### src/rtl/fmc_pkg.sv
package fmc_pkg;

  typedef enum logic [1:0] {
    MODE_STANDBY = 2'd0,
    MODE_READ    = 2'd1,
    MODE_ARG     = 2'd2,
    MODE_BUSY    = 2'd3
  } fmcMode_e;

  // strobes from control to datapath
  typedef struct packed {
    logic clearAll;
    logic loadCmd;
    logic loadCnt;
    logic decCnt;
  } fmcStrobe_t;

  localparam logic [7:0] CMD_READ_ARRAY = 8'hFF;
  localparam logic [7:0] CMD_TWO_CYCLE  = 8'h40;

endpackage

### src/rtl/fmc_rst_merge.sv
module fmc_rst_merge (
  input  logic clk,
  input  logic porReq,
  input  logic extAccessN,
  input  logic cpuIdle,
  input  logic cpuSleep,
  input  logic codeFetch,
  input  logic flashRstBit,
  input  logic testPgm,
  output logic rstReq,
  output logic flashRstN
);

  logic pgmQ;
  logic pgmFell;
  logic fetchStall;

  always_ff @(posedge clk) begin
    pgmQ <= testPgm;
  end

  assign pgmFell    = pgmQ & ~testPgm;
  assign fetchStall = codeFetch & (cpuIdle | cpuSleep);
  assign rstReq     = porReq | ~extAccessN | fetchStall | flashRstBit | pgmFell;

  always_ff @(posedge clk) begin
    flashRstN <= ~rstReq;
  end

  // every non-power-on source pulls the reset low on the next edge
  a_r1_source_resets: assert property (@(posedge clk) disable iff (porReq)
    (!extAccessN || flashRstBit || (codeFetch && (cpuIdle || cpuSleep))) |=> !flashRstN);

  // a falling test pin pulses the reset
  a_r2_pgm_pulse: assert property (@(posedge clk) disable iff (porReq)
    $fell(testPgm) |=> !flashRstN);

endmodule

### src/rtl/fmc_ctrl.sv
module fmc_ctrl
  import fmc_pkg::*;
#(
  parameter int DATA_W = 8
) (
  input  logic              clk,
  input  logic              porReq,
  input  logic              rstReq,
  input  logic              flashRstN,
  input  logic              wrTake,
  input  logic [DATA_W-1:0] wrData,
  input  logic              cntZero,
  output fmcMode_e          mode,
  output fmcStrobe_t        strobe
);

  fmcMode_e modeQ;
  fmcMode_e modeNext;

  always_comb begin
    modeNext = modeQ;
    unique case (modeQ)
      MODE_STANDBY: if (flashRstN) modeNext = MODE_READ;
      MODE_READ: begin
        if (wrTake && wrData == DATA_W'(CMD_TWO_CYCLE)) modeNext = MODE_ARG;
        else if (wrTake && wrData == DATA_W'(CMD_READ_ARRAY)) modeNext = MODE_READ;
      end
      MODE_ARG:  if (wrTake) modeNext = MODE_BUSY;
      MODE_BUSY: if (cntZero) modeNext = MODE_READ;
      default:   modeNext = MODE_STANDBY;
    endcase
    if (rstReq) modeNext = MODE_STANDBY;
  end

  always_ff @(posedge clk) begin
    modeQ <= modeNext;
  end

  always_comb begin
    strobe.clearAll = rstReq;
    strobe.loadCmd  = !rstReq && modeQ == MODE_READ && wrTake;
    strobe.loadCnt  = !rstReq && modeQ == MODE_ARG && wrTake;
    strobe.decCnt   = !rstReq && modeQ == MODE_BUSY && !cntZero;
  end

  assign mode = modeQ;

  // any reset request lands the mode in standby on the next edge
  a_r3_standby_on_req: assert property (@(posedge clk) disable iff (porReq)
    rstReq |=> modeQ == MODE_STANDBY);

  // release leads to read-array one edge after the reset rises
  a_r4_release_read: assert property (@(posedge clk) disable iff (porReq)
    (modeQ == MODE_STANDBY && flashRstN && !rstReq) |=> modeQ == MODE_READ);

  // an expired busy count returns to read-array
  a_r7_busy_exit: assert property (@(posedge clk) disable iff (porReq)
    (modeQ == MODE_BUSY && cntZero && !rstReq) |=> modeQ == MODE_READ);

endmodule

### src/rtl/fmc_datapath.sv
module fmc_datapath
  import fmc_pkg::*;
#(
  parameter int DATA_W = 8,
  parameter int ADDR_W = 16,
  parameter int ROW_W  = 3,
  parameter int BYTE_W = 6,
  localparam int PAGE_W = ADDR_W - ROW_W - BYTE_W
) (
  input  logic              clk,
  input  logic              porReq,
  input  fmcStrobe_t        strobe,
  input  logic              ceN,
  input  logic              weN,
  input  logic [DATA_W-1:0] busData,
  input  logic [ADDR_W-1:0] busAddr,
  output logic              wrTake,
  output logic [DATA_W-1:0] wrData,
  output logic              cntZero,
  output logic [DATA_W-1:0] cmdValue,
  output logic [PAGE_W-1:0] pageNum,
  output logic [ROW_W-1:0]  rowNum,
  output logic [BYTE_W-1:0] byteNum
);

  localparam logic [DATA_W-1:0] CMD_RESET_VAL = {DATA_W{1'b1}};

  logic              bothLow;
  logic              wrUsed;
  logic [DATA_W-1:0] cmdQ;
  logic [DATA_W-1:0] cntQ;

  assign bothLow = !ceN && !weN;
  assign wrTake  = bothLow && !wrUsed;
  assign wrData  = busData;

  // one acceptance per strobe assertion
  always_ff @(posedge clk) begin
    if (strobe.clearAll) wrUsed <= 1'b0;
    else                 wrUsed <= bothLow;
  end

  always_ff @(posedge clk) begin
    if (strobe.clearAll)     cmdQ <= CMD_RESET_VAL;
    else if (strobe.loadCmd) cmdQ <= busData;
  end

  always_ff @(posedge clk) begin
    if (strobe.clearAll)     cntQ <= '0;
    else if (strobe.loadCnt) cntQ <= busData;
    else if (strobe.decCnt)  cntQ <= cntQ - 1'b1;
  end

  assign cntZero  = (cntQ == '0);
  assign cmdValue = cmdQ;

  assign byteNum = busAddr[BYTE_W-1:0];
  assign rowNum  = busAddr[BYTE_W +: ROW_W];
  assign pageNum = busAddr[ADDR_W-1 -: PAGE_W];

  // a held write is taken only once
  a_r6_single_take: assert property (@(posedge clk) disable iff (porReq)
    (wrTake && !strobe.clearAll) |=> !wrTake);

  // command register returns to all ones after a reset request
  a_r5_cmd_reset: assert property (@(posedge clk) disable iff (porReq)
    strobe.clearAll |=> cmdQ == CMD_RESET_VAL);

endmodule

### src/rtl/flash_mode_ctrl.sv
module flash_mode_ctrl
  import fmc_pkg::*;
#(
  parameter int DATA_W = 8,
  parameter int ADDR_W = 16,
  parameter int ROW_W  = 3,
  parameter int BYTE_W = 6,
  localparam int PAGE_W = ADDR_W - ROW_W - BYTE_W
) (
  input  logic              clk,
  input  logic              porReq,
  input  logic              extAccessN,
  input  logic              cpuIdle,
  input  logic              cpuSleep,
  input  logic              codeFetch,
  input  logic              flashRstBit,
  input  logic              testPgm,
  input  logic              ceN,
  input  logic              weN,
  input  logic [DATA_W-1:0] busData,
  input  logic [ADDR_W-1:0] busAddr,
  output logic              flashRstN,
  output logic [1:0]        mode,
  output logic              busy,
  output logic              arrayEn,
  output logic [DATA_W-1:0] cmdValue,
  output logic [PAGE_W-1:0] pageNum,
  output logic [ROW_W-1:0]  rowNum,
  output logic [BYTE_W-1:0] byteNum
);

  logic              rstReq;
  logic              wrTake;
  logic [DATA_W-1:0] wrData;
  logic              cntZero;
  fmcMode_e          modeCur;
  fmcStrobe_t        strobe;

  fmc_rst_merge u_rst (
    .clk        (clk),
    .porReq     (porReq),
    .extAccessN (extAccessN),
    .cpuIdle    (cpuIdle),
    .cpuSleep   (cpuSleep),
    .codeFetch  (codeFetch),
    .flashRstBit(flashRstBit),
    .testPgm    (testPgm),
    .rstReq     (rstReq),
    .flashRstN  (flashRstN)
  );

  fmc_ctrl #(.DATA_W(DATA_W)) u_ctrl (
    .clk      (clk),
    .porReq   (porReq),
    .rstReq   (rstReq),
    .flashRstN(flashRstN),
    .wrTake   (wrTake),
    .wrData   (wrData),
    .cntZero  (cntZero),
    .mode     (modeCur),
    .strobe   (strobe)
  );

  fmc_datapath #(
    .DATA_W(DATA_W), .ADDR_W(ADDR_W), .ROW_W(ROW_W), .BYTE_W(BYTE_W)
  ) u_dp (
    .clk     (clk),
    .porReq  (porReq),
    .strobe  (strobe),
    .ceN     (ceN),
    .weN     (weN),
    .busData (busData),
    .busAddr (busAddr),
    .wrTake  (wrTake),
    .wrData  (wrData),
    .cntZero (cntZero),
    .cmdValue(cmdValue),
    .pageNum (pageNum),
    .rowNum  (rowNum),
    .byteNum (byteNum)
  );

  assign mode    = modeCur;
  assign busy    = (modeCur == MODE_BUSY);
  assign arrayEn = (modeCur != MODE_STANDBY);

  // the command register holds through the busy phase
  a_r8_busy_cmd_stable: assert property (@(posedge clk) disable iff (porReq)
    (busy && !rstReq) |=> $stable(cmdValue));

  // nothing is loaded from standby
  a_r9_standby_no_load: assert property (@(posedge clk) disable iff (porReq)
    (modeCur == MODE_STANDBY) |=> cmdValue == {DATA_W{1'b1}});

endmodule

### config.mk
export PLATFORM = sky130hd
export DESIGN_NAME = flash_mode_ctrl
export DESIGN_NICKNAME = d
export VERILOG_FILES = /design/src/rtl/fmc_pkg.sv /design/src/rtl/fmc_rst_merge.sv /design/src/rtl/fmc_ctrl.sv /design/src/rtl/fmc_datapath.sv /design/src/rtl/flash_mode_ctrl.sv
export SDC_FILE = /design/constraint.sdc
export NUM_CORES = 1
export LEC_CHECK = 0
export BUFFER_PORTS_ARGS = -buffer_cell sky130_fd_sc_hd__buf_2
export CAP_MARGIN = 20
export CORE_MARGIN = 4
export CORE_UTILIZATION = 40
export DETAILED_ROUTE_END_ITERATION = 10
export HOLD_SLACK_MARGIN = 0.12
export PLACE_DENSITY = 0.85
export SLEW_MARGIN = 20
export SYNTH_ARGS = -nofsm -noshare
export SYNTH_HDL_FRONTEND = slang
export SYNTH_SLANG_ARGS = --single-unit
### constraint.sdc
create_clock -name clk -period 2.2 [get_ports clk]
set_input_delay 0.22 -clock clk [delete_from_list [all_inputs] [get_ports clk]]
set_output_delay 0.22 -clock clk [all_outputs]
set_load 0.005 [all_outputs]
[Word level (Yosys, flattened, before mapping)]
Index checks and enable logic that the tools add are counted.
Word-level totals
  register bits: 21
  bits in latches: 0
  RAM bits: 0
  bits in read-only memories: 0
  input port bits: 34
  output and inout bits: 29
  memories: 0
Operators by class
  $add $sub $neg: 1
  multipliers: 0
  div/mod/pow operators: 0
  $lt $le $gt $ge: 0
  eq/ne operators: 9
  shift-type cells: 0
  muxes and demuxes: 8
  bitwise logic cells: 10
  reductions and logical operators: 20
Operators by type and width (count)
  $mux 8: 2
  $logic_and 1x1->1: 10
  $mux 2: 5
  $eq 8x7->1 const B: 1
  $eq 8x8->1 const B: 1
  $logic_not 8->1: 1
  $pmux 2 s4: 1
  $sub 8x1->8 const B: 1
  $logic_not 1->1: 5
  $or 1x1->1: 5
  $eq 2x2->1 const B: 2
  $ne 2x1->1 const B: 2
  $reduce_and 4->1: 1
  $reduce_bool 2->1: 2
  $ne 3x1->1 const B: 1
  $not 1->1: 3
  $and 1x1->1: 2
  $eq 2x1->1 const B: 1
  $logic_not 2->1: 1
  $ne 2x2->1 const B: 1

[Longest topological paths before layout]
Gate-level depths: netlist (run 1).
  depth in word-level cells: 10
  gate-level depth with buffers: 7
  depth with buffers taken out: 7

[Cells and area by module]
From an unflattened synthesis (run 1), not the netlist that was laid out.
Unflattened totals
  cell total of the unflattened synthesis: 151
  area total of the unflattened synthesis: 1326.3 µm²
By module, submodules not included
  fmc_datapath: instances 1, cells an instance 109, area each 970.9 µm²
  fmc_ctrl: instances 1, cells an instance 33, area each 266.5 µm²
  fmc_rst_merge: instances 1, cells an instance 7, area each 75.1 µm²
  flash_mode_ctrl: instances 1, cells an instance 2, area each 13.8 µm²

[Worst setup path after synthesis (run 1)]
Ideal clock, no wire load.
  kind: register -> register
  start point: register u_dp.cntQ[3]
  end point: register u_ctrl.modeQ[0] (netlist: u_ctrl.mode[0])
  arrival time: 1.680 ns
  required time: 2.120 ns
  setup slack: 0.440 ns
  stages on the path, launching flop included: 6
  path buffers: 0
  clock period less this slack: 1.760 ns
  cell sequence: dfxtp_1 -> or4_4 -> o31a_1 -> a21oi_2 -> o211ai_2 -> a211oi_2
Between the ends
  longest elaborated chain between the ends: 3
Ends and longest elaborated chain
  start: declaration: RTL line fmc_datapath.sv:31  | logic [DATA_W-1:0] cntQ;
  start signal: assignment: RTL line fmc_datapath.sv:50  | else if (strobe.loadCnt) cntQ <= busData;
  start signal: assignment: RTL line fmc_datapath.sv:51  | else if (strobe.decCnt) cntQ <= cntQ - 1'b1;
  $logic_not 8->1: RTL line fmc_datapath.sv:54  | assign cntZero = (cntQ == '0);
  $ne 2x1->1 (no line)
  $reduce_and 4->1 (no line)
  end signal: assignment: RTL line fmc_ctrl.sv:36  | modeQ <= modeNext;
  end: declaration: RTL line fmc_ctrl.sv:17  | fmcMode_e modeQ;
No other way between the ends.
A chain may end at the register's enable or synchronous reset.

[Final worst setup path (run 1)]
Ends and elaborated chain as after synthesis.

==> summary.md, run 1 <==
| Metric | Value |
|---|---|
| Number of antenna violations at the first check in global routing | 0 |
| WL per Instance | 12.16 um |
| Remaining global-route overflow | 0 |
| Measured slew at the worst slew-check pin | 0.4565 ns |
| Headroom to the max-slew limit | 69.14% |
| Insertion delay to the later sink of the worst-skew pair | 0.30 ns |
| Proportion of layout cells with a drive suffix above 1 | 25.31% |
| Die Height | 61.82 um |
| Via Count | 986 |
| Library cell with the largest summed area after synthesis | sky130_fd_sc_hd__dfxtp_1 |
| Total clock buffers created by CTS | 3 |
| Number of global-route vias before repair | 935 |
| Max-slew violations | 0 |
| Hold Violations, Final | 0 |
| Detailed-routing iteration count for the pre-antenna-repair pass | 4 |
| Boundary Pins | 63 |
| Via/cell ratio | 5.109 |
| Max frequency | 528.5 MHz |
| FP Rows | 19 |
| Buffers from clock root to sink, at most | 2 |
| Floorplan core area | 0.002758 sq mm |
| Wire length of the first global-routing pass | 3933 um |
| #FFs+latches synth | 21 |
| TritonCTS clock tree | built |
| Library cell with the highest instance count after synthesis | sky130_fd_sc_hd__nand2_1 |
| Max-cap violation count | 0 |
| Final worst-path cycle share | 86.00% |
| Area growth from synthesis to layout | 11.12% |
| Die Wd | 61.82 um |
| Total placed cells including tap cells | 186 |
| Net count of the finished layout | 203 |
| Resize count post-CTS | 0 |
| ANT cells | 0 |
| Yosys warning total | 0 |
| Worst EP arrival | 2.12 ns |
| Share of the yosys chip area belonging to registers | 36.29% |
| Commonest register cell after synthesis | sky130_fd_sc_hd__dfxtp_1 |
| Post-Place Worst Slack | 0.3432 ns |
| Most frequent cells after synthesis | 23 x sky130_fd_sc_hd__nand2_1, 21 x sky130_fd_sc_hd__dfxtp_1, 16 x sky130_fd_sc_hd__buf_4 |
| Clock sink count | 21 |
| Leakage dissipation | 0.5331 nW |
| Number of design-rule violations left by the first detailed-router iteration | 28 |
| Worst supply voltage drop on vdd | 371.9 uV |
| Portion of synthesized cell area occupied by the leading cell type | 36.29% |
| Number of flops mapped to enable cells by yosys | 0 |
| Number of buffers added on ports | 30 |
| Result of the run | complete, no violations |
| Hold crit path type | in -> reg |
| Data required, critical path | 2.43 ns |
| Overall global routing resource usage | 13.60% |
| Level count of the clock H-tree | 1 |
| Net Count, Synth | 182 |
| Detail Placement HPWL | 1810 um |
| Proportion of register bits with asynchronous set or reset after synthesis | 0% |
| Synth Instances | 142 |
| Power density normalized to cell area | 472.2 mW/mm^2 |
| Global placer's final weighted congestion | 0.7792 |
| Worst setup skew after layout | 0.002590 ns |
| Type of the worst setup path | reg -> reg |
| Post-synthesis instance area | 0.001159 sq mm |
| Min Clock Period, post-route | 1.892 ns |
| Kind of end point of the critical path | flip-flop |
| Post-route insts no fill | 193 |
| Clock root cell | sky130_fd_sc_hd__clkbuf_4 |
| Starting density of the core | 42.01% |
| Residual antenna-violating net count after detailed routing | 0 |
| Number of distinct library cell variants in the gate-level netlist after synthesis | 33 |
| Sum of negative setup slack | 0 ns |
| Leading cell types by total area after synthesis | sky130_fd_sc_hd__dfxtp_1 36%, sky130_fd_sc_hd__buf_4 10%, sky130_fd_sc_hd__nand2_1 7.5% |
| Finish-stage setup viols | 0 |
| Post-detailed-placement cell area | 0.001231 sq mm |
| Clk pin slew, worst setup/hold paths | 0.11 ns |
| Count of unresolved DRC violations after routing | 0 |
| Die Area | 0.003822 sq mm |
| Setup slack after layout | 0.3080 ns |
| Unrepaired setup endpoints after global routing | false |
| Post-Synthesis Mean Instance Area | 8.159 sq um |
| Post-layout instance area | 0.001287 sq mm |
| Critical path launch point type | flip-flop |
| Routed Wire Length | 2347 um |
| Pin count of the biggest net entering global routing | 17 |
| Top fanout value on the critical path | 5 |
critical path, cell delays in order, from the launching register on:
cell and delay [ns]:
sky130_fd_sc_hd__dfxtp_1 0.36, sky130_fd_sc_hd__or4_4 0.57, sky130_fd_sc_hd__o31a_1 0.36, sky130_fd_sc_hd__a21oi_2 0.17
sky130_fd_sc_hd__o211ai_2 0.14, sky130_fd_sc_hd__a211oi_2 0.23
cell usage in the layout (no fill, tap or decap):
master                          netlist  routed
sky130_fd_sc_hd__a31o_2               1       1
sky130_fd_sc_hd__clkbuf_4             0       3
sky130_fd_sc_hd__nand2_1             23      23
sky130_fd_sc_hd__o21ai_1              1       1
sky130_fd_sc_hd__a211oi_2             1       1
sky130_fd_sc_hd__xnor2_1              3       3
sky130_fd_sc_hd__nand3_1             13      13
sky130_fd_sc_hd__o211ai_2             1       1
sky130_fd_sc_hd__nor3_1               3       3
sky130_fd_sc_hd__inv_1                7       7
sky130_fd_sc_hd__nor4b_1              2       2
sky130_fd_sc_hd__buf_4               16       2
sky130_fd_sc_hd__and2_1               1       1
sky130_fd_sc_hd__or4_4                1       1
sky130_fd_sc_hd__nor3b_1              1       1
sky130_fd_sc_hd__a21oi_1              6       6
sky130_fd_sc_hd__inv_2                1       1
sky130_fd_sc_hd__ha_1                 6       6
sky130_fd_sc_hd__dlygate4sd3_1        0       3
sky130_fd_sc_hd__o21ai_0              6       6
sky130_fd_sc_hd__xor2_1               2       2
sky130_fd_sc_hd__nand4_1              2       2
sky130_fd_sc_hd__buf_2                0      30
sky130_fd_sc_hd__a211oi_1             2       2
sky130_fd_sc_hd__dfxtp_1             21      21
sky130_fd_sc_hd__o31a_1               1       1
sky130_fd_sc_hd__o2111ai_1            1       1
sky130_fd_sc_hd__o211ai_1             3       3
sky130_fd_sc_hd__nor2_1               6       6
sky130_fd_sc_hd__nand2b_1             2       2
sky130_fd_sc_hd__clkbuf_1             3       1
sky130_fd_sc_hd__a21oi_2              1       1
sky130_fd_sc_hd__and4b_1              1       1
sky130_fd_sc_hd__a31oi_1              1       1
sky130_fd_sc_hd__mux2i_1              1       1
sky130_fd_sc_hd__nor4_1               2       2
final cells by class:
class | instances | area (sq um)
clock buffer | 4 | 26.28
fill | 263 | 1470
inverter | 8 | 30.03
multi-input combinational | 94 | 576.8
sequential | 21 | 420.4
tap | 31 | 38.79
timing repair buffer | 35 | 195.2
metal layers:
layer	global-route usage [%]	part of all wire, %	up-vias
met5	0	0	-
met4	5.152	0.34	0
met3	3.306	5.3	2
met2	22.72	49	24
met1	16.90	45	439
li1	-	-	521
sequential cells by signal, summed over array words and instances (netlist names):
signal	cells
u_rst.pgmQ	1
u_dp.cntQ	8
u_dp.cmdValue	8
u_dp.wrUsed	1
u_ctrl.mode	2
u_rst.flashRstN	1
what timing repair did:
item | in CTS | in global routing
hold buffers | 3 | 0
buffers inserted | 0 | 0
hold endpoints to repair | 2 | 0
where the power goes:
part,internal (W),total (W),leakage [nW],switching (W)
Clock,0.0000707,0.000184,0.0150,0.000113
Combinational,0.0000207,0.0000415,0.348,0.0000208
Sequential,0.000382,0.000382,0.170,0.000000657
final timing paths:
check,from,end,slack (ns),depth (start not counted)
hold reg to reg,u_dp.cmdValue[2],u_dp.cmdValue[2],0.47,2
setup reg to reg,u_dp.cntQ[3],u_ctrl.mode[0],0.31,5
hold / removal,busData[7],u_dp.cmdValue[7],0.17,3
setup / recovery,u_dp.cntQ[3],u_ctrl.mode[0],0.31,5
kinds of logic (layout without fill, tap and decap cells):
kind of cell,count (synthesis),in the layout,share of synthesized area (%)
AO/OA/AOI/OAI,25,25,14.58
XOR/XNOR,5,5,3.780
adder cells (fa/ha/maj),6,6,6.479
buffers and inverters,27,47,13.93
flip-flops,21,21,36.28
multiplexers,1,1,0.8640
AND/OR/NAND/NOR,57,57,24.08
stage by stage:
step / hold slack [ns] / power [W] / util (%)
final: 0.1723 / 0.0006080 / 46.69
after global routing: 0.1758 / 0.0006276 / 46.69
after CTS: 0.1690 / 0.0006086 / 46.69
after detailed placement: 0.3397 / 0.0004291 / 44.65
after global placement: 0.3383 / 0.0004286 / 44.65
after floorplan: 0.2477 / 0.0004266 / -
(Power assumes the default switching activity.)
==> run 2: changes to the inputs <==
Settings changed: ABC_AREA set to 1, PLACE_DENSITY 0.85 to 0.81.
==> summary.md, run 2 <==
| Metric | Value |
|---|---|
| Cell chain of the critical path | dlygate4sd3_1 -> buf_2 -> inv_1 -> nand2_1 -> nand3_2 -> nor2_8 -> clkinvlp_4 -> nor3_1 -> dlygate4sd3_1 (was or4_4 -> o31a_1 -> a21oi_2 -> o211ai_2 -> a211oi_2) |
| Most frequent cells after synthesis | 41 x sky130_fd_sc_hd__nand2_1, 32 x sky130_fd_sc_hd__nor2_1, 25 x sky130_fd_sc_hd__inv_1 (was 23 x sky130_fd_sc_hd__nand2_1, 21 x sky130_fd_sc_hd__dfxtp_1, 16 x sky130_fd_sc_hd__buf_4) |
| Number of flops mapped to enable cells by yosys | 0 (unchanged) |
| Longest individual stage delay on the worst path | 0.56 ns (was 0.57 ns) |
| Starting density of the core | 42.12% (was 42.01%) |
| Kind of end point of the critical path | flip-flop (unchanged) |
| Pin count of the biggest net entering global routing | 19 (was 17) |
| Clock root cell | sky130_fd_sc_hd__clkbuf_4 (unchanged) |
| Finish-stage setup viols | 0 (unchanged) |
| Die Area | 0.004589 sq mm (was 0.003822 sq mm) |
| Floorplan core area | 0.003390 sq mm (was 0.002758 sq mm) |
| Number of global-route vias before repair | 1238 (was 935) |
| Detailed-routing iteration count for the pre-antenna-repair pass | 4 (unchanged) |
| Total clock buffers created by CTS | 3 (unchanged) |
| Overall global routing resource usage | 14.07% (was 13.60%) |
| Boundary Pins | 63 (unchanged) |
| Worst supply voltage drop on vdd | 222.2 uV (was 371.9 uV) |
| Start point of the worst min-delay path | busData[6] (was busData[7]) |
| Depth of the worst hold-timing path | 3 (unchanged) |
| Proportion of register bits with asynchronous set or reset after synthesis | 0% (unchanged) |
| Max-slew violations | 0 (unchanged) |
| Insertion delay to the later sink of the worst-skew pair | 0.30 ns (about the same) |
| Number of distinct library cell variants in the gate-level netlist after synthesis | 26 (was 33) |
| Setup slack after layout | 0.2224 ns (was 0.3080 ns) |
| Buffers from clock root to sink, at most | 2 (unchanged) |
| Number of buffers added on ports | 30 (unchanged) |
| Worst EP arrival | 2.23 ns (was 2.12 ns) |
| Measured slew at the worst slew-check pin | 0.4114 ns (was 0.4565 ns) |
| Final worst-path cycle share | 89.89% (was 86.00%) |
| Net Count, Synth | 246 (was 182) |
| Reg-to-reg slack, setup | 0.48 ns (was 0.31 ns) |
| Die Wd | 67.74 um (was 61.82 um) |
| Number of antenna violations at the first check in global routing | 0 (unchanged) |
| Type of the worst setup path | in -> reg (was reg -> reg) |
| Library cell with the largest summed area after synthesis | sky130_fd_sc_hd__dfxtp_1 (unchanged) |
| Via/cell ratio | 4.723 (was 5.109) |
| Net count of the finished layout | 266 (was 203) |
| Portion of synthesized cell area occupied by the leading cell type | 29.45% (was 36.29%) |
| Post-synthesis instance area | 0.001428 sq mm (was 0.001159 sq mm) |
| Top fanout value on the critical path | 16 (was 5) |
| Number of fill cells | 345 (was 263) |
| Proportion of layout cells with a drive suffix above 1 | 22.22% (was 25.31%) |
| Max frequency | 505.7 MHz (was 528.5 MHz) |
| Data required, critical path | 2.45 ns (was 2.43 ns) |
| Min Clock Period, post-route | 1.978 ns (was 1.892 ns) |
| Number of design-rule violations left by the first detailed-router iteration | 47 (was 28) |
| Power density normalized to cell area | 400.8 mW/mm^2 (was 472.2 mW/mm^2) |
| FP Rows | 21 (was 19) |
| Max-cap violation count | 0 (unchanged) |
| Post-Synthesis Mean Instance Area | 6.930 sq um (was 8.159 sq um) |
| Level count of the clock H-tree | 1 (unchanged) |
| Hold Violations, Final | 0 (unchanged) |
| Headroom to the max-slew limit | 72.51% (was 69.14%) |
| Commonest register cell after synthesis | sky130_fd_sc_hd__dfxtp_1 (unchanged) |
| Total power | 0.0006248 W (was 0.0006080 W) |
| Residual antenna-violating net count after detailed routing | 0 (unchanged) |
| Die Height | 67.74 um (was 61.82 um) |
| Most frequent cells in the layout | 41 x sky130_fd_sc_hd__nand2_1, 32 x sky130_fd_sc_hd__nor2_1, 30 x sky130_fd_sc_hd__buf_2 (was 30 x sky130_fd_sc_hd__buf_2, 23 x sky130_fd_sc_hd__nand2_1, 21 x sky130_fd_sc_hd__dfxtp_1) |
| Yosys warning total | 0 (unchanged) |
| Wire length of the first global-routing pass | 5140 um (was 3933 um) |
| Post-Place Worst Slack | 0.5760 ns (was 0.3432 ns) |
| Slowest-stage cell, CP | sky130_fd_sc_hd__dlygate4sd3_1 (was sky130_fd_sc_hd__or4_4) |
| Clock sink count | 21 (unchanged) |
| #FFs+latches synth | 21 (unchanged) |
| FF-to-FF End | u_dp.wrUsed (was u_ctrl.mode[0]) |
| Count of unresolved DRC violations after routing | 0 (unchanged) |
| Result of the run | complete, no violations (unchanged) |
| Post-route insts no fill | 271 (was 193) |
| Remaining global-route overflow | 0 (unchanged) |
| Leakage dissipation | 0.7530 nW (was 0.5331 nW) |
| Post-detailed-placement cell area | 0.001484 sq mm (was 0.001231 sq mm) |
| Worst reg2reg startpoint | u_rst.pgmQ (was u_dp.cntQ[3]) |
| Hold crit path type | in -> reg (unchanged) |
| Commonest non-fill, non-tap cell in the layout | sky130_fd_sc_hd__nand2_1 (was sky130_fd_sc_hd__buf_2) |
| Detail Placement HPWL | 2218 um (was 1810 um) |
| Area growth from synthesis to layout | 9.203% (was 11.12%) |
| Via Count | 1280 (was 986) |
| Share of the yosys chip area belonging to registers | 29.45% (was 36.29%) |
| Global placer's final weighted congestion | 0.7968 (was 0.7792) |
| TritonCTS clock tree | built (unchanged) |
| Unrepaired setup endpoints after global routing | false (unchanged) |
| WL per Instance | 11.18 um (was 12.16 um) |
| Total placed cells including tap cells | 262 (was 186) |
| Library cell with the highest instance count after synthesis | sky130_fd_sc_hd__nand2_1 (unchanged) |
| Leading cell types by total area after synthesis | sky130_fd_sc_hd__dfxtp_1 29%, sky130_fd_sc_hd__nand2_1 11%, sky130_fd_sc_hd__buf_4 9.5% (was sky130_fd_sc_hd__dfxtp_1 36%, sky130_fd_sc_hd__buf_4 10%, sky130_fd_sc_hd__nand2_1 7.5%) |
| Clk pin slew, worst setup/hold paths | 0.12 ns (was 0.11 ns) |
| Routed Wire Length | 3030 um (was 2347 um) |
| Critical path launch point type | input port (was flip-flop) |
| Most prevalent standard cell on the critical path | sky130_fd_sc_hd__dlygate4sd3_1 |
| Destination of the worst hold path | u_dp.cmdValue[6] (was u_dp.cmdValue[7]) |
| Worst setup skew after layout | 0.003514 ns (was 0.002590 ns) |
| Sum of negative setup slack | 0 ns (unchanged) |
| Worst Reg-to-Reg Cells | 6 (was 5) |
| Post-layout instance area | 0.001559 sq mm (was 0.001287 sq mm) |
| Synth Instances | 206 (was 142) |
| ANT cells | 0 (unchanged) |
run 2: final cells by class:
class	instances	area, sq um	area share (%)
inverter	25	97.59	6.260
timing repair buffer	35	195.2	12.52
multi-input combinational	140	762.0	48.88
sequential	21	420.4	26.97
clock buffer	4	26.28	1.685
tap	46	57.56	3.692
run 2: timing repair:
| action | CTS | global route |
|---|---|---|
| hold buffers | 3 | 0 |
| gates resized for setup | 0 | 1 |
| setup buffers | 0 | 2 |
| hold endpoints to repair | 2 | 0 |
| endpoints found under the setup margin | 0 | 1 |
run 2: through the flow:
step	util [%]	hold WS [ns]
6_report	45.99	0.2214
2_1_floorplan	-	0.2477
5_1_grt	45.99	0.2262
3_5_place_dp	43.78	0.3389
4_1_cts	45.44	0.2094
3_3_place_gp	43.78	0.3377
run 2: cells by family after synthesis:
family,after synthesis,share of synthesized area (%)
xor gates and xnor gates,3,1.841
DFF,21,29.45
and+or+nand+nor,108,36.02
adders and majority gates,6,5.258
buffers and inverters,45,17.18
AOI/OAI and AO/OA,23,10.25
run 2: where the power goes:
group	total, W	internal [W]	leakage (nW)	switching (W)
Combinational	0.0000585	0.0000239	0.568	0.0000345
Sequential	0.000383	0.000382	0.170	0.000000598
Clock	0.000184	0.0000705	0.0150	0.000113
run 2: how the worst max path moves through the flow:
stage / from / slack (ns) / cells past startpoint / endpoint
after detailed placement: cpuSleep / 0.58 / 6 / u_dp.cmdValue[7]
after floorplan: u_ctrl.mode[0] / 0.79 / 10 / u_dp.cntQ[4]
after CTS: testPgm / 0.08 / 9 / u_dp.wrUsed
after global placement: cpuSleep / 0.61 / 6 / u_dp.cmdValue[0]
after global routing: testPgm / 0.07 / 9 / u_dp.wrUsed
final: testPgm / 0.22 / 9 / u_dp.wrUsed
run 2: worst max-delay path: cells and delay by family:
family                 cells  cell delay (ns)
buffers and inverters      5             1.40
and+or+nand+nor            4             0.60
run 2: routing by layer:
metal	track usage [%]	part of all wire [%]	up-vias
li1	-	-	673
met1	17.28	43	574
met2	24.91	51	31
met3	1.997	5.6	2
met4	4.557	0.63	0
met5	0	0	-
==> run 3: changes to the inputs <==
Settings changed: PLACE_DENSITY 0.81 to 0.78, REMOVE_ABC_BUFFERS set to 1.
==> summary.md, run 3 (synthesis results as in run 2) <==
| Metric | Value |
|---|---|
| Setup slack after layout | 0.1930 ns (was 0.2224 ns) |
| Remaining global-route overflow | 0 (unchanged) |
| Sum of negative setup slack | 0 ns (unchanged) |
| Start point of the worst min-delay path | busData[6] (unchanged) |
| Area growth from synthesis to layout | 9.728% (was 9.203%) |
| FF-to-FF End | u_dp.wrUsed (unchanged) |
| Top fanout value on the critical path | 16 (unchanged) |
| Total clock buffers created by CTS | 3 (unchanged) |
| Worst EP arrival | 2.26 ns (was 2.23 ns) |
| Overall global routing resource usage | 13.93% (was 14.07%) |
| Worst Reg-to-Reg Cells | 6 (unchanged) |
| Post-detailed-placement cell area | 0.001484 sq mm (unchanged) |
| Min Clock Period, post-route | 2.007 ns (was 1.978 ns) |
| Level count of the clock H-tree | 1 (unchanged) |
| Buffers from clock root to sink, at most | 2 (unchanged) |
| Depth of the worst hold-timing path | 3 (unchanged) |
| Pin count of the biggest net entering global routing | 19 (unchanged) |
| Clk pin slew, worst setup/hold paths | 0.12 ns (about the same) |
| Destination of the worst hold path | u_dp.cmdValue[6] (unchanged) |
| FP Rows | 21 (unchanged) |
| Worst supply voltage drop on vdd | 265.8 uV (was 222.2 uV) |
| Type of the worst setup path | in -> reg (unchanged) |
| Insertion delay to the later sink of the worst-skew pair | 0.29 ns (was 0.30 ns) |
| Final worst-path cycle share | 91.23% (was 89.89%) |
| Core utilization of the finished layout | 46.22% (was 45.99%) |
| Result of the run | complete, no violations (unchanged) |
| Max frequency | 498.3 MHz (was 505.7 MHz) |
| Boundary Pins | 63 (unchanged) |
| Most frequent cells in the layout | 41 x sky130_fd_sc_hd__nand2_1, 32 x sky130_fd_sc_hd__nor2_1, 30 x sky130_fd_sc_hd__buf_2 (unchanged) |
| Post-Place Worst Slack | 0.5674 ns (was 0.5760 ns) |
| Reg-to-reg slack, setup | 0.45 ns (was 0.48 ns) |
| Kind of end point of the critical path | flip-flop (unchanged) |
| Floorplan core area | 0.003390 sq mm (unchanged) |
| Routed Wire Length | 3129 um (was 3030 um) |
| Leakage dissipation | 0.7572 nW (was 0.7530 nW) |
| Measured slew at the worst slew-check pin | 0.4156 ns (was 0.4114 ns) |
| Die Wd | 67.74 um (unchanged) |
| Number of global-route vias before repair | 1174 (was 1238) |
| Headroom to the max-slew limit | 72.23% (was 72.51%) |
| Detailed-routing iteration count for the pre-antenna-repair pass | 4 (unchanged) |
| Die Area | 0.004589 sq mm (unchanged) |
| Unrepaired setup endpoints after global routing | false (unchanged) |
| Die Height | 67.74 um (unchanged) |
| Finish-stage setup viols | 0 (unchanged) |
| Count of unresolved DRC violations after routing | 0 (unchanged) |
| Max-cap violation count | 0 (unchanged) |
| Number of design-rule violations left by the first detailed-router iteration | 41 (was 47) |
| Power density normalized to cell area | 398.6 mW/mm^2 (was 400.8 mW/mm^2) |
| WL per Instance | 11.50 um (was 11.18 um) |
| Proportion of layout cells with a drive suffix above 1 | 22.57% (was 22.22%) |
| Number of antenna violations at the first check in global routing | 0 (unchanged) |
| Starting density of the core | 42.12% (unchanged) |
| Number of fill cells | 363 (was 345) |
| Critical path launch point type | input port (unchanged) |
| Data required, critical path | 2.45 ns (about the same) |
| Worst reg2reg startpoint | u_rst.pgmQ (unchanged) |
| Worst setup skew after layout | 0.005918 ns (was 0.003514 ns) |
| Hold crit path type | in -> reg (unchanged) |
| Post-layout instance area | 0.001567 sq mm (was 0.001559 sq mm) |
| Max-slew violations | 0 (unchanged) |
| Total placed cells including tap cells | 262 (unchanged) |
| Via Count | 1274 (was 1280) |
| Via/cell ratio | 4.684 (was 4.723) |
| Clock sink count | 21 (unchanged) |
| Net count of the finished layout | 267 (was 266) |
| TritonCTS clock tree | built (unchanged) |
| Wire length of the first global-routing pass | 5057 um (was 5140 um) |
| Commonest non-fill, non-tap cell in the layout | sky130_fd_sc_hd__nand2_1 (unchanged) |
| Number of buffers added on ports | 30 (unchanged) |
| Global placer's final weighted congestion | 0.8258 (was 0.7968) |
| ANT cells | 0 (unchanged) |
| Residual antenna-violating net count after detailed routing | 0 (unchanged) |
| Post-route insts no fill | 272 (was 271) |
| Clock root cell | sky130_fd_sc_hd__clkbuf_4 (unchanged) |
| Hold Violations, Final | 0 (unchanged) |
| Detail Placement HPWL | 2424 um (was 2218 um) |
## run 3: timing repair
action,4_1_cts,5_1_grt
buffers inserted,0,3
setup endpoints to repair,0,1
resized for setup,0,1
hold buffers,3,0
endpoints found under the hold margin,2,0
## run 3: worst max path at each step
stage	from	to	slack, ns	depth (start not counted)
final	testPgm	u_dp.wrUsed	0.19	9
after floorplan	u_ctrl.mode[0]	u_dp.cntQ[1]	0.81	8
after global routing	testPgm	u_dp.wrUsed	0.12	9
after CTS	testPgm	u_dp.wrUsed	0.09	9
after detailed placement	cpuSleep	u_dp.cmdValue[1]	0.57	6
after global placement	cpuSleep	u_dp.cmdValue[7]	0.61	6
## run 3: cell type report
cell class | count | area, sq um | share of cell area (%)
clock buffers | 4 | 26.28 | 1.677
multi-input cells | 140 | 762.0 | 48.64
repair buffers | 36 | 202.7 | 12.94
well taps | 46 | 57.56 | 3.674
flip-flops and latches | 21 | 420.4 | 26.84
inverters | 25 | 97.59 | 6.230
## run 3: worst max-delay path, cell delays in order
cell and delay, ns:
sky130_fd_sc_hd__dlygate4sd3_1 0.53, sky130_fd_sc_hd__buf_2 0.10, sky130_fd_sc_hd__inv_1 0.03, sky130_fd_sc_hd__nand2_1 0.06, sky130_fd_sc_hd__nand3_2 0.12, sky130_fd_sc_hd__nor2_8 0.28, sky130_fd_sc_hd__clkinvlp_4 0.21, sky130_fd_sc_hd__nor3_1 0.15
sky130_fd_sc_hd__dlygate4sd3_1 0.56
## run 3: metal layers
metal  vias up  global-route usage [%]  share of wire, %
met2        36                   22.24                46
met5         -                   3.750                 0
met4         0                   2.278                 0
li1        673                       -                 -
met3         0                   5.324               7.7
met1       565                   17.68                46
## run 3: report_power, final
| group | internal (W) | leakage, nW | switching (W) |
|---|---|---|---|
| registers | 0.000382 | 0.170 | 0.000000670 |
| logic | 0.0000245 | 0.572 | 0.0000334 |
| clock network | 0.0000704 | 0.0150 | 0.000113 |
## run 3: stage by stage
| stage | hold WS (ns) | total power [W] |
|---|---|---|
| floorplan | 0.2477 | 0.0004172 |
| finish | 0.2218 | 0.0006243 |
| CTS | 0.2137 | 0.0006311 |
| global placement | 0.3403 | 0.0004429 |
| detailed placement | 0.3423 | 0.0004436 |
| global route | 0.2052 | 0.0006554 |
